### src/rtl/dmc_pkg.sv
package dmc_pkg;
   // Two-bit end-of-cycle enable code {far, near}; 2'b01 has no name on purpose.
   typedef enum logic [1:0] {
      EOC_OFF  = 2'b00,
      EOC_WAKE = 2'b10,
      EOC_ON   = 2'b11
   } eoc_mode_e;
endpackage

### src/rtl/dmc_cycle_ctr.sv
module dmc_cycle_ctr #(
   parameter int NC = 6,
   localparam int RW = NC + 1
) (
   input  logic          clk,
   input  logic          rst_n,
   input  logic [RW-1:0] ratio_in,
   output logic [RW-1:0] ratio_q,
   output logic [RW-1:0] remain,
   output logic          started,
   output logic          cycle_end
);
   logic [RW-1:0] len_in;

   // Long chain: 2^NC + low NC bits; short chain: 2^(NC-1) + low NC-1 bits.
   always_comb begin
      if (ratio_in[NC]) len_in = {1'b1, ratio_in[NC-1:0]};
      else              len_in = {2'b01, ratio_in[NC-2:0]};
   end

   always_ff @(posedge clk or negedge rst_n) begin
      if (!rst_n) begin
         remain  <= '0;
         ratio_q <= '0;
         started <= 1'b0;
      end else if (remain == '0) begin
         remain  <= len_in - RW'(1);
         ratio_q <= ratio_in;
         started <= 1'b1;
      end else begin
         remain  <= remain - RW'(1);
      end
   end

   assign cycle_end = started && (remain == '0);
endmodule

### src/rtl/dmc_stage.sv
module dmc_stage #(
   parameter int NC  = 6,
   parameter int IDX = 0,
   localparam int RW = NC + 1
) (
   input  logic          started,
   input  logic [RW-1:0] remain,
   input  logic [RW-1:0] ratio_q,
   output logic          mod_o
);
   logic six_cell;
   logic unused_sink;
   assign six_cell    = ratio_q[NC];
   assign unused_sink = ^{remain, ratio_q};

   generate
      if (IDX == NC - 1) begin : g_top_cell
         // Last cell of the long chain: its modulus input is tied active.
         assign mod_o = started & six_cell;
      end else begin : g_inner_cell
         logic [RW-1:0] win;
         assign win = RW'({1'b1, ratio_q[IDX:0]});
         if (IDX == NC - 2) begin : g_short_top
            // Terminal cell of the short chain, inner cell of the long one.
            assign mod_o = started & (six_cell ? (remain < win) : 1'b1);
         end else begin : g_plain
            assign mod_o = started & (remain < win);
         end
      end
   endgenerate
endmodule

### src/rtl/dmc_eoc_gate.sv
module dmc_eoc_gate
   import dmc_pkg::*;
(
   input  logic mod_near,
   input  logic mod_far,
   input  logic p_bit,
   output logic lc,
   output logic lp,
   output logic swallow
);
   eoc_mode_e mode;

   assign lc      = mod_far;
   assign lp      = mod_near;
   assign mode    = eoc_mode_e'({mod_far, mod_near});
   // Off or waking logic is clamped to the divide-by-2 level.
   assign swallow = (mode == EOC_ON) & p_bit;
endmodule

### src/rtl/dmc_divider.sv
module dmc_divider #(
   parameter int NUM_CELLS = 6,
   parameter int NUM_GATED = 2,
   localparam int RW = NUM_CELLS + 1
) (
   input  logic                 clk,
   input  logic                 rst_n,
   input  logic [RW-1:0]        ratio_in,
   output logic                 div_pulse,
   output logic [NUM_CELLS-1:0] stage_mod,
   output logic [NUM_GATED-1:0] eoc_lc,
   output logic [NUM_GATED-1:0] eoc_lp,
   output logic [NUM_GATED-1:0] eoc_swallow
);
   generate
      if (NUM_CELLS < 3) begin : g_bad_cells
         $error("dmc_divider: NUM_CELLS must be at least 3");
      end
      if (NUM_GATED < 1 || NUM_GATED > NUM_CELLS - 2) begin : g_bad_gated
         $error("dmc_divider: NUM_GATED must lie in 1..NUM_CELLS-2");
      end
   endgenerate

   logic [RW-1:0] ratio_q;
   logic [RW-1:0] remain;
   logic          started;

   dmc_cycle_ctr #(.NC(NUM_CELLS)) u_ctr (
      .clk       (clk),
      .rst_n     (rst_n),
      .ratio_in  (ratio_in),
      .ratio_q   (ratio_q),
      .remain    (remain),
      .started   (started),
      .cycle_end (div_pulse)
   );

   generate
      for (genvar k = 0; k < NUM_CELLS; k++) begin : g_cell
         dmc_stage #(.NC(NUM_CELLS), .IDX(k)) u_stage (
            .started (started),
            .remain  (remain),
            .ratio_q (ratio_q),
            .mod_o   (stage_mod[k])
         );
      end
      for (genvar m = 0; m < NUM_GATED; m++) begin : g_gate
         dmc_eoc_gate u_gate (
            .mod_near (stage_mod[m+1]),
            .mod_far  (stage_mod[m+2]),
            .p_bit    (ratio_q[m]),
            .lc       (eoc_lc[m]),
            .lp       (eoc_lp[m]),
            .swallow  (eoc_swallow[m])
         );
      end
   endgenerate
endmodule

### config.mk
export PLATFORM = sky130hd
export DESIGN_NAME = dmc_divider
export DESIGN_NICKNAME = d
export VERILOG_FILES = /design/src/rtl/dmc_pkg.sv /design/src/rtl/dmc_cycle_ctr.sv /design/src/rtl/dmc_stage.sv /design/src/rtl/dmc_eoc_gate.sv /design/src/rtl/dmc_divider.sv
export SDC_FILE = /design/constraint.sdc
export NUM_CORES = 1
export LEC_CHECK = 0
export CAP_MARGIN = 30
export CORE_MARGIN = 2
export CORE_UTILIZATION = 51
export DETAILED_ROUTE_END_ITERATION = 10
export DONT_BUFFER_PORTS = 1
export GPL_TIMING_DRIVEN = 0
export PLACE_DENSITY = 0.66
export SLEW_MARGIN = 10
export SYNTH_ARGS = -nofsm -noshare
export SYNTH_HDL_FRONTEND = slang
export SYNTH_SLANG_ARGS = --single-unit
### constraint.sdc
create_clock -name clk -period 2.3 [get_ports clk]
set_input_delay 0.23 -clock clk [delete_from_list [all_inputs] [get_ports clk]]
set_output_delay 0.23 -clock clk [all_outputs]
set_load 0.1 [all_outputs]
# ---- Word level (Yosys, flattened, before mapping)
# Index checks and enable logic that the tools add are counted.
# Widths: inputs -> output; s select.
dict set report totals {
  output_inout_bits 13
  inputBits 9
  reg_bits 15
  wordCells 25
}
dict set report op_classes {
  n_eq_ne 2
  add_sub_neg 2
  reduce_logical 2
  bitwise 8
  order_cmp 5
  muxes 3
}
# op count
set op_table {}
lappend op_table {{$mux 7} 2}
lappend op_table {{$sub 7x1->7 const B} 2}
lappend op_table {{$and 1x1->1} 8}
lappend op_table {{$logic_not 7->1} 1}
lappend op_table {{$lt 7x2->1} 1}
lappend op_table {{$lt 7x3->1} 1}
lappend op_table {{$lt 7x4->1} 1}
lappend op_table {{$lt 7x5->1} 1}
lappend op_table {{$lt 7x6->1} 1}
lappend op_table {{$eq 2x2->1 const B} 2}
lappend op_table {{$logic_and 1x1->1} 1}
lappend op_table {{$mux 1} 1}

# ---- Logic depth before layout (Yosys ltp)
# Gate-level depths: netlist of run 1.
dict set report logic_depth {
  ltp_word 4
  mapped_depth 10
}

# ---- Hierarchy
# From an unflattened synthesis of run 1, not the netlist that was laid out.
dict set report hier_totals {
  cells_unflattened 134
  area_unflattened_um2 1139.8
}
# mod cells_each instances area_per_inst_um2
set by_module_without_submodules {}
lappend by_module_without_submodules {dmc_cycle_ctr 78 1 728.2}
lappend by_module_without_submodules {{dmc_stage at g_cell[4].u_stage} 17 1 123.9}
lappend by_module_without_submodules {{dmc_stage at g_cell[3].u_stage} 14 1 91.3}
lappend by_module_without_submodules {{dmc_stage at g_cell[2].u_stage} 9 1 72.6}
lappend by_module_without_submodules {{dmc_stage at g_cell[1].u_stage} 6 1 43.8}
lappend by_module_without_submodules {dmc_eoc_gate 3 2 21.3}
lappend by_module_without_submodules {{dmc_stage at g_cell[0].u_stage} 3 1 31.3}
lappend by_module_without_submodules {{dmc_stage at g_cell[5].u_stage} 1 1 6.3}

# ---- Worst setup path after synthesis of run 1
# No wires, ideal clock.
dict set report synth_path {
  path_type {flip-flop to output port}
  start {reg u_ctr.remain[3]}
  end {out div_pulse}
  stages_incl_launch_ff 5
  setup_slack_ns -0.889
  arrival_ns 2.959
  n_path_buf 1
  t_required_ns 2.070
  cell_sequence {dfrtp_1 > buf_6 > nor3_2 > nand3_1 > nor3_1}
}
dict set report synth_between {
  elab_chain_cells 2
}
# element line
set synth_lines {}
lappend synth_lines {{start: declaration} dmc_cycle_ctr.sv:9} ;# output logic [RW-1:0] remain,
lappend synth_lines {{start signal: assignment} dmc_cycle_ctr.sv:27} ;# remain <= len_in - RW'(1);
lappend synth_lines {{start signal: assignment} dmc_cycle_ctr.sv:31} ;# remain <= remain - RW'(1);
lappend synth_lines {{$logic_not 7->1} dmc_cycle_ctr.sv:35} ;# assign cycle_end = started && (remain == '0);
lappend synth_lines {{$logic_and 1x1->1} dmc_cycle_ctr.sv:35}
lappend synth_lines {{end: declaration} dmc_divider.sv:9} ;# output logic div_pulse,
# Every way passes these cells.

# ---- Worst setup path after layout of run 1
dict set report layout_path {
  start {reg u_ctr.remain[1]}
  end {out eoc_swallow[1]}
}
dict set report layout_between {
  elab_chain_cells 4
}
# element line
set layout_lines {}
lappend layout_lines {{$lt 7x4->1 or $lt 7x5->1 (tied branches)} dmc_stage.sv:27} ;# assign mod_o = started & (remain < win);
lappend layout_lines {{$and 1x1->1} dmc_stage.sv:27}
lappend layout_lines {{$eq 2x2->1 (*)} dmc_eoc_gate.sv:17} ;# assign swallow = (mode == EOC_ON) & p_bit;
lappend layout_lines {{$and 1x1->1 (*)} dmc_eoc_gate.sv:17}
lappend layout_lines {{end: declaration} dmc_divider.sv:13} ;# output logic [NUM_GATED-1:0] eoc_swallow
# Mark *: on every way between the ends. The rest lies on a longest branch, timed or not.

==> summary.txt, run 1 <==
Worst setup path
  • Req. time, crit path: about 2100 ps
  • Launch point of the critical path: u_ctr.remain[1]$_DFF_PN0_
  • Critical path arrival: about 2000 ps
  • Startpoint Class: flip-flop
  • Kind of critical path: reg -> out
  • CP max stage delay: about 470 ps
  • Worst flop-to-flop path startpoint: u_ctr.remain[1]$_DFF_PN0_
  • Crit-path slowest cell: dfrtp_2
  • Crit-path cells: ha_4, a21o_1, a21o_4, a2111oi_4, buf_6
  • Critical Path End Type: primary output
  • Crit path max fanout: 4

Timing
  • Period utilisation layout: approximately 98%
  • Clock period minus worst slack: approximately 2300 ps
  • Final setup violation count: 0
  • Achievable clock frequency: between 0.4 and 0.5 GHz
  • Total negative slack: 0 ps
  • Worst Skew: between 1 and 1.5 ps
  • Fin. Hold Viols: 0
  • Worst Tran Pin Value: ~1000 ps
  • Slew margin rel.: between 30% and 40%
  • RSZ-0062 raised after global routing: yes
  • Max Slew Vio Count: 0

Pwr
  • PD cells: ~1400 nW/um2
  • Post-layout total power: 1.92 mW
  • Peak VDD IR: 901 uV
  • Static leakage: ~0.6 nW

Drt
  • WL per Instance: approximately 15 um
  • Vias/cell: roughly 5.7
  • DR DRC count: 0
  • Final ANT Viol Nets: 0
  • Total number of vias: ~900
  • Total routed wirelength: 2.47 mm
  • DR pass1 iterations: 4
  • Starting DRT DRC Count: 21

Synthesis
  • Share of flip-flops with an asynchronous set or reset: between 90% and 100%
  • Cell area after synthesis: just over 1000 um2
  • Syn Inst Count: around 120
  • Register bit total from synthesis: 14
  • Cell variety after synth: 38
  • Avg Cell Area, Syn: approximately 8.8 um2
  • Synthesized Nets: around 130
  • Synth Flop Type: dfrtp_1
  • Seq/Total Area, Yosys: between 30% and 40%
  • Synth top area cells: dfrtp_1 (34%), buf_4 (8.7%), ha_1 (6.0%)
  • Post-synth EDFFs: 0
  • Synth area leader: dfrtp_1
  • Yosys top cell area share: between 30% and 40%
  • YS warnings: 0

Placed design
  • Placed Cells incl. Taps: 145
  • Post-DP Area: 1080 um2
  • I/O Buffers: 0
  • Routability cong.: between 0.7 and 0.8
  • Post-DP HPWL: approximately 1.6 mm

CTS
  • Max clock buf depth: 2
  • Total number of H-tree levels: 1
  • Worst-Skew Late Latency: between 200 and 300 ps
  • Clock Sink Count: 14
  • CTS tree: built
  • CTS Buf Count: 3
  • CTS clock-pin slew for the worst setup and hold paths: 90 ps
  • Clock Tree Root: clkbuf_4

Finish
  • Finished Layout Cells: 160
  • Final net count: roughly 150
  • Final design utilization: slightly above 70%
  • Layout cells sized above 1: 40.6%
  • Inserted Diodes: 0
  • Area Overhead vs Synth: 32.3%
  • Filler Cells Inserted: 160
  • Final instance area: 1370 um2

GRT
  • Initial antenna violation count: 0
  • First-pass GRT wire length: ~4.2 mm
  • GR Util All Layers: between 20% and 30%
  • Vias in the first global route: about 950
  • Largest net degree at the start of global routing: 15
  • Congestion Overflow GR: 0

Worst hold path
  • Min-delay worst type: in -> reg
  • Hold Path Origin: ratio_in[0]

Floorplanning
  • I/O pins: 22
  • Die ar.: 2410 um2
  • Die width: 49.1 um
  • Die height: 49.1 um
  • Initial Util: 53.5%
  • Core Region: about 2000 um2
  • Cell Rows: 16

Run
  • Max cap viols: 0

Run status
  • Status: complete, no violations
==> worst max-delay path: cells and delay by family, from the launching register on <==
family | cells | cell delay, ps
AO/OA/AOI/OAI | 3 | 760
flip-flops | 1 | 470
buffers and inverters | 1 | 270
adder cells (fa/ha/maj) | 1 | 250
==> cell type report <==
cell class                      count  area, um2  share of cell area (%)
Multi-Input combinational cell     82        658                    47.9
Sequential cell                    14        357                    26.0
Buffer                             15        170                    12.4
Timing Repair Buffer               12       96.3                    7.01
Clock buffer                        4       36.3                    2.64
Tap cell                           27       33.8                    2.46
Inverter                            6       22.5                    1.64
==> power by group <==
part / switching [mW] / internal, mW / total (mW)
logic: 0.779 / 0.484 / 1.26
registers: 0.138 / 0.340 / 0.479
clock network: 0.0829 / 0.0963 / 0.179
total: 1.00 / 0.921 / 1.92
==> routing by layer <==
| layer | global-route usage, % | up-vias | wire length (um) |
|---|---|---|---|
| met5 | 0 | - | 0 |
| met4 | 10.0 | 0 | 38 |
| met3 | 2.45 | 6 | 88 |
| met2 | 37.4 | 27 | 1260 |
| met1 | 28.7 | 443 | 1080 |
| li1 | - | 439 | - |
==> state kept, by name, summed over array words and instances (netlist names) <==
signal	cells
u_ctr.ratio_q	6
u_ctr.started	1
u_ctr.remain	7
==> final timing paths <==
| check | end | slack, ps | cells past startpoint |
|---|---|---|---|
| max in group asynchronous | u_ctr.remain[2]$_DFF_PN0_ | 1440 | 1 |
| worst max register to register | u_ctr.remain[6]$_DFF_PN0_ | 180 | 8 |
| worst min register to register | u_ctr.ratio_q[0]$_DFFE_PN0N_ | 520 | 2 |
| min in group asynchronous | u_ctr.ratio_q[0]$_DFFE_PN0N_ | 410 | 1 |
| worst min-delay path | u_ctr.remain[0]$_DFF_PN0_ | 30 | 1 |
| worst max-delay path | eoc_swallow[1] | 40 | 5 |
==> metrics by stage <==
step,hold WS [ps],setup slack [ps]
global route,16.5,-38.6
detailed placement,-65.4,-196
CTS,14.5,-57.5
global placement,-65.3,-149
floorplan,-65.6,141
finish,27.0,43.2
==> timing repair <==
item,4_1_cts,5_1_grt
pin swaps,7,2
buffers inserted,10,1
hold buffers,1,0
setup endpoints to repair,13,12
endpoints found under the hold margin,14,0
gates resized for setup,18,20
==> cell usage in the layout (no fill, tap or decap), types with 2 or more instances in the layout <==
cell and count:
a2111oi_4 2, a21o_1 4, a21oi_1 7, buf_12 3, buf_4 15, buf_6 7
clkbuf_4 3, dfrtp_1 9, dfrtp_2 5, ha_1 3, inv_1 5, mux2i_1 2
nand2_1 12, nand2_2 2, nand2b_1 2, nand3b_1 2, nor2_1 9, nor3_4 2
o21ai_0 8, xnor2_1 2
==> cells in the mapped netlist (2+ instances only) <==
master and n:
xnor2_1 2, buf_4 12, inv_1 6, ha_1 5, a21oi_1 8, nor2_1 9
nand2b_1 2, o21ai_0 8, nand3_1 2, mux2i_1 2, buf_2 3, and2_1 2
nor3_1 2, nand2_1 13, dfrtp_1 14, nand3b_1 2, a21o_1 5
==> logic make-up after synthesis <==
kind of cell	count (synthesis)	share of synthesized area (%)
AND/OR/NAND/NOR	41	21.6
adder cells (fa/ha/maj)	5	6.02
AO/OA/AOI/OAI	31	20.8
buffers and inverters	22	13.4
flip-flops	14	33.7
XOR/XNOR	3	2.53
multiplexers	2	1.93
No activity file was read; power rests on OpenSTA's default activity.
==> run 2, diff against run 1 <==
--- a/config.mk
+++ b/config.mk
@@ -16,3 +16,4 @@
 export SYNTH_ARGS = -nofsm -noshare
 export SYNTH_HDL_FRONTEND = slang
 export SYNTH_SLANG_ARGS = --single-unit
+export TNS_END_PERCENT = 5
==> summary.txt, run 2 (synthesized netlist as in run 1, its figures left out) <==
Drt
  • DR DRC count: 0 (unchanged)
  • Total number of vias: 874 (-4.5%)
  • Starting DRT DRC Count: 17 (-19%)
  • Total routed wirelength: 2.32 mm (-6.0%)
  • Final ANT Viol Nets: 0 (unchanged)
  • Vias/cell: 5.50 (-3.9%)
  • DR pass1 iterations: 4 (unchanged)
  • WL per Instance: 14.6 um (-5.4%)

Finish
  • Area Overhead vs Synth: 29.8%
  • Final net count: 147 (-0.68%)
  • Most common cell after layout, fill and taps aside: buf_4
  • Inserted Diodes: 0 (unchanged)
  • Layout cells sized above 1: 39.4% (-1.2 points)
  • Largest register FFs: 7 (unchanged)
  • Most frequent cells in the layout: buf_4 (17), nand2_1 (12), nor2_1 (9), dfrtp_1 (9), o21ai_0 (8)
  • Largest reg by FF count: u_ctr.remain
  • Finished Layout Cells: 159 (-0.63%)
  • Biggest registers after layout: u_ctr.remain x7, u_ctr.ratio_q x6, u_ctr.started x1

Worst setup path
  • Launch point of the critical path: u_ctr.ratio_q[1]$_DFFE_PN0N_
  • Startpoint Class: flip-flop
  • R2R cell count: 10 (+2)
  • Critical path arrival: 2070 ps (+40 ps)
  • Critical Path End Type: primary output
  • Crit path depth: 6 (+1)
  • Crit-path cells: inv_2, ha_4, a21o_1, a21o_4, a2111oi_4, buf_6
  • Kind of critical path: reg -> out
  • Req. time, crit path: 2070 ps (about the same)
  • Crit path max fanout: 4 (unchanged)
  • Worst flop-to-flop path startpoint: u_ctr.remain[1]$_DFF_PN0_
  • CP top delay family: compound AO/OA/AOI/OAI gates
  • CP max stage delay: 380 ps (-90 ps)
  • Buffer and inverter count on the worst path: 2 (+1)
  • Crit-path slowest cell: dfrtp_1

Timing
  • Achievable clock frequency: 0.434 GHz (-2.0%)
  • Period utilisation layout: 100% (+2.0 points)
  • Worst Skew: 1.71 ps (+0.539 ps)
  • Final setup violation count: 1 (+1)
  • Final worst slack: -3.05 ps (-46.2 ps)
  • Clock period minus worst slack: 2300 ps (+46.2 ps)
  • Hold WS: 44.4 ps (+17.4 ps)
  • RSZ-0062 raised after global routing: yes
  • Fin. Hold Viols: 0 (unchanged)
  • Worst Tran Pin Value: 993 ps (-0.797 ps)
  • Slew margin rel.: 33.6% (+0.053 points)
  • Max Slew Vio Count: 0 (unchanged)

Floorplanning
  • Core Region: 1940 um2 (unchanged)
  • Die width: 49.1 um (unchanged)
  • Initial Util: 53.5% (unchanged)
  • I/O pins: 22 (unchanged)
  • Die ar.: 2410 um2 (unchanged)
  • Die height: 49.1 um (unchanged)
  • Cell Rows: 16 (unchanged)

GRT
  • Congestion Overflow GR: 0 (unchanged)
  • Largest net degree at the start of global routing: 15 (unchanged)
  • Vias in the first global route: 912 (-4.1%)
  • GR Util All Layers: 21.5% (-0.79 points)
  • First-pass GRT wire length: 4.02 mm (-3.2%)
  • Initial antenna violation count: 0 (unchanged)

Pwr
  • Peak VDD IR: 828 uV (-8.1%)
  • PD cells: 1380 nW/um2 (-1.2%)
  • Static leakage: 0.583 nW (-1.9%)

CTS
  • CTS tree: built
  • Worst-Skew Late Latency: 280 ps (about the same)
  • Clock Tree Root: clkbuf_4
  • Clock Sink Count: 14 (unchanged)
  • CTS clock-pin slew for the worst setup and hold paths: 80 ps (about the same)
  • CTS Buf Count: 3 (unchanged)
  • Max clock buf depth: 2 (unchanged)
  • Total number of H-tree levels: 1 (unchanged)

Placed design
  • Routability cong.: 0.782 (unchanged)
  • Post-DP HPWL: 1.64 mm (unchanged)
  • Placed Cells incl. Taps: 145 (unchanged)
  • I/O Buffers: 0 (unchanged)

Run status
  • Failing checks: setup timing
  • Status: finished, violations left

Worst hold path
  • Worst Hold Depth: 1 (unchanged)
  • Min-delay worst type: in -> reg
  • Hold Path Origin: ratio_in[0]

Run
  • Max cap viols: 0 (unchanged)
==> run 2: cell count changes in the layout (fill, tap and decap cells not counted), sizes merged <==
cell	delta
buf	-1
==> run 2: final timing paths <==
kind / to / slack (ps)
max in group asynchronous: u_ctr.remain[2]$_DFF_PN0_ / 1430
max: eoc_swallow[1] / -3
min in group asynchronous: u_ctr.ratio_q[6]$_DFFE_PN0N_ / 410
max reg2reg: u_ctr.remain[6]$_DFF_PN0_ / 120
min: u_ctr.remain[0]$_DFF_PN0_ / 40
min reg2reg: u_ctr.ratio_q[0]$_DFFE_PN0N_ / 510
==> run 2: per-layer routing <==
metal  track usage [%]  vias to the layer above  part of all wire (%)
met5                 0                        -                     0
met2              36.3                       28                    52
li1                  -                      433                     -
met4              8.57                        0                  0.60
met1              28.1                      411                    43
met3              2.15                        2                   4.3
==> run 2: area by class of cell <==
class / instances / area [um2]
flip-flops and latches: 14 / 357
multi-input cells: 82 / 663
inverters: 6 / 22.5
plain buffers: 16 / 158
fillers: 160 / 594
repair buffers: 10 / 77.6
well taps: 27 / 33.8
clock buffers: 4 / 36.3
==> run 2: stage by stage <==
step	setup slack [ps]	power (mW)	TNS (ps)	cell area (um2)	util, %
after floorplan	141	1.27	0	1050	-
after global placement	-149	1.38	-272	1080	55.8
after detailed placement	-196	1.39	-364	1080	55.8
after CTS	-57.5	1.72	-198	1230	63.4
after global routing	-82.0	1.98	-252	1350	69.4
final	-3.05	1.86	-3.05	1350	69.4
==> run 2: power by group <==
group	total [mW]	leakage, nW	internal, mW	switching (mW)
Sequential	0.469	0.157	0.340	0.129
Clock	0.178	0.0210	0.0963	0.0820
Combinational	1.21	0.406	0.447	0.767
==> run 2: what timing repair did <==
item | in CTS | in global routing
resized for setup | 19 | 16
endpoints found under the setup margin | 13 | 12
pin swaps | 7 | 7
hold buffers | 1 | 0
endpoints found under the hold margin | 14 | 0
buffers inserted | 5 | 4
==> run 2: worst reg2reg max path: cells and delay by family, from the launching register on <==
family                     cells  cell delay (ps)
muxes                          1              180
DFF                            1              450
and+or+nand+nor                3              610
buffers and inverters          3              450
adders and majority gates      1              180
AOI/OAI and AO/OA              2              180
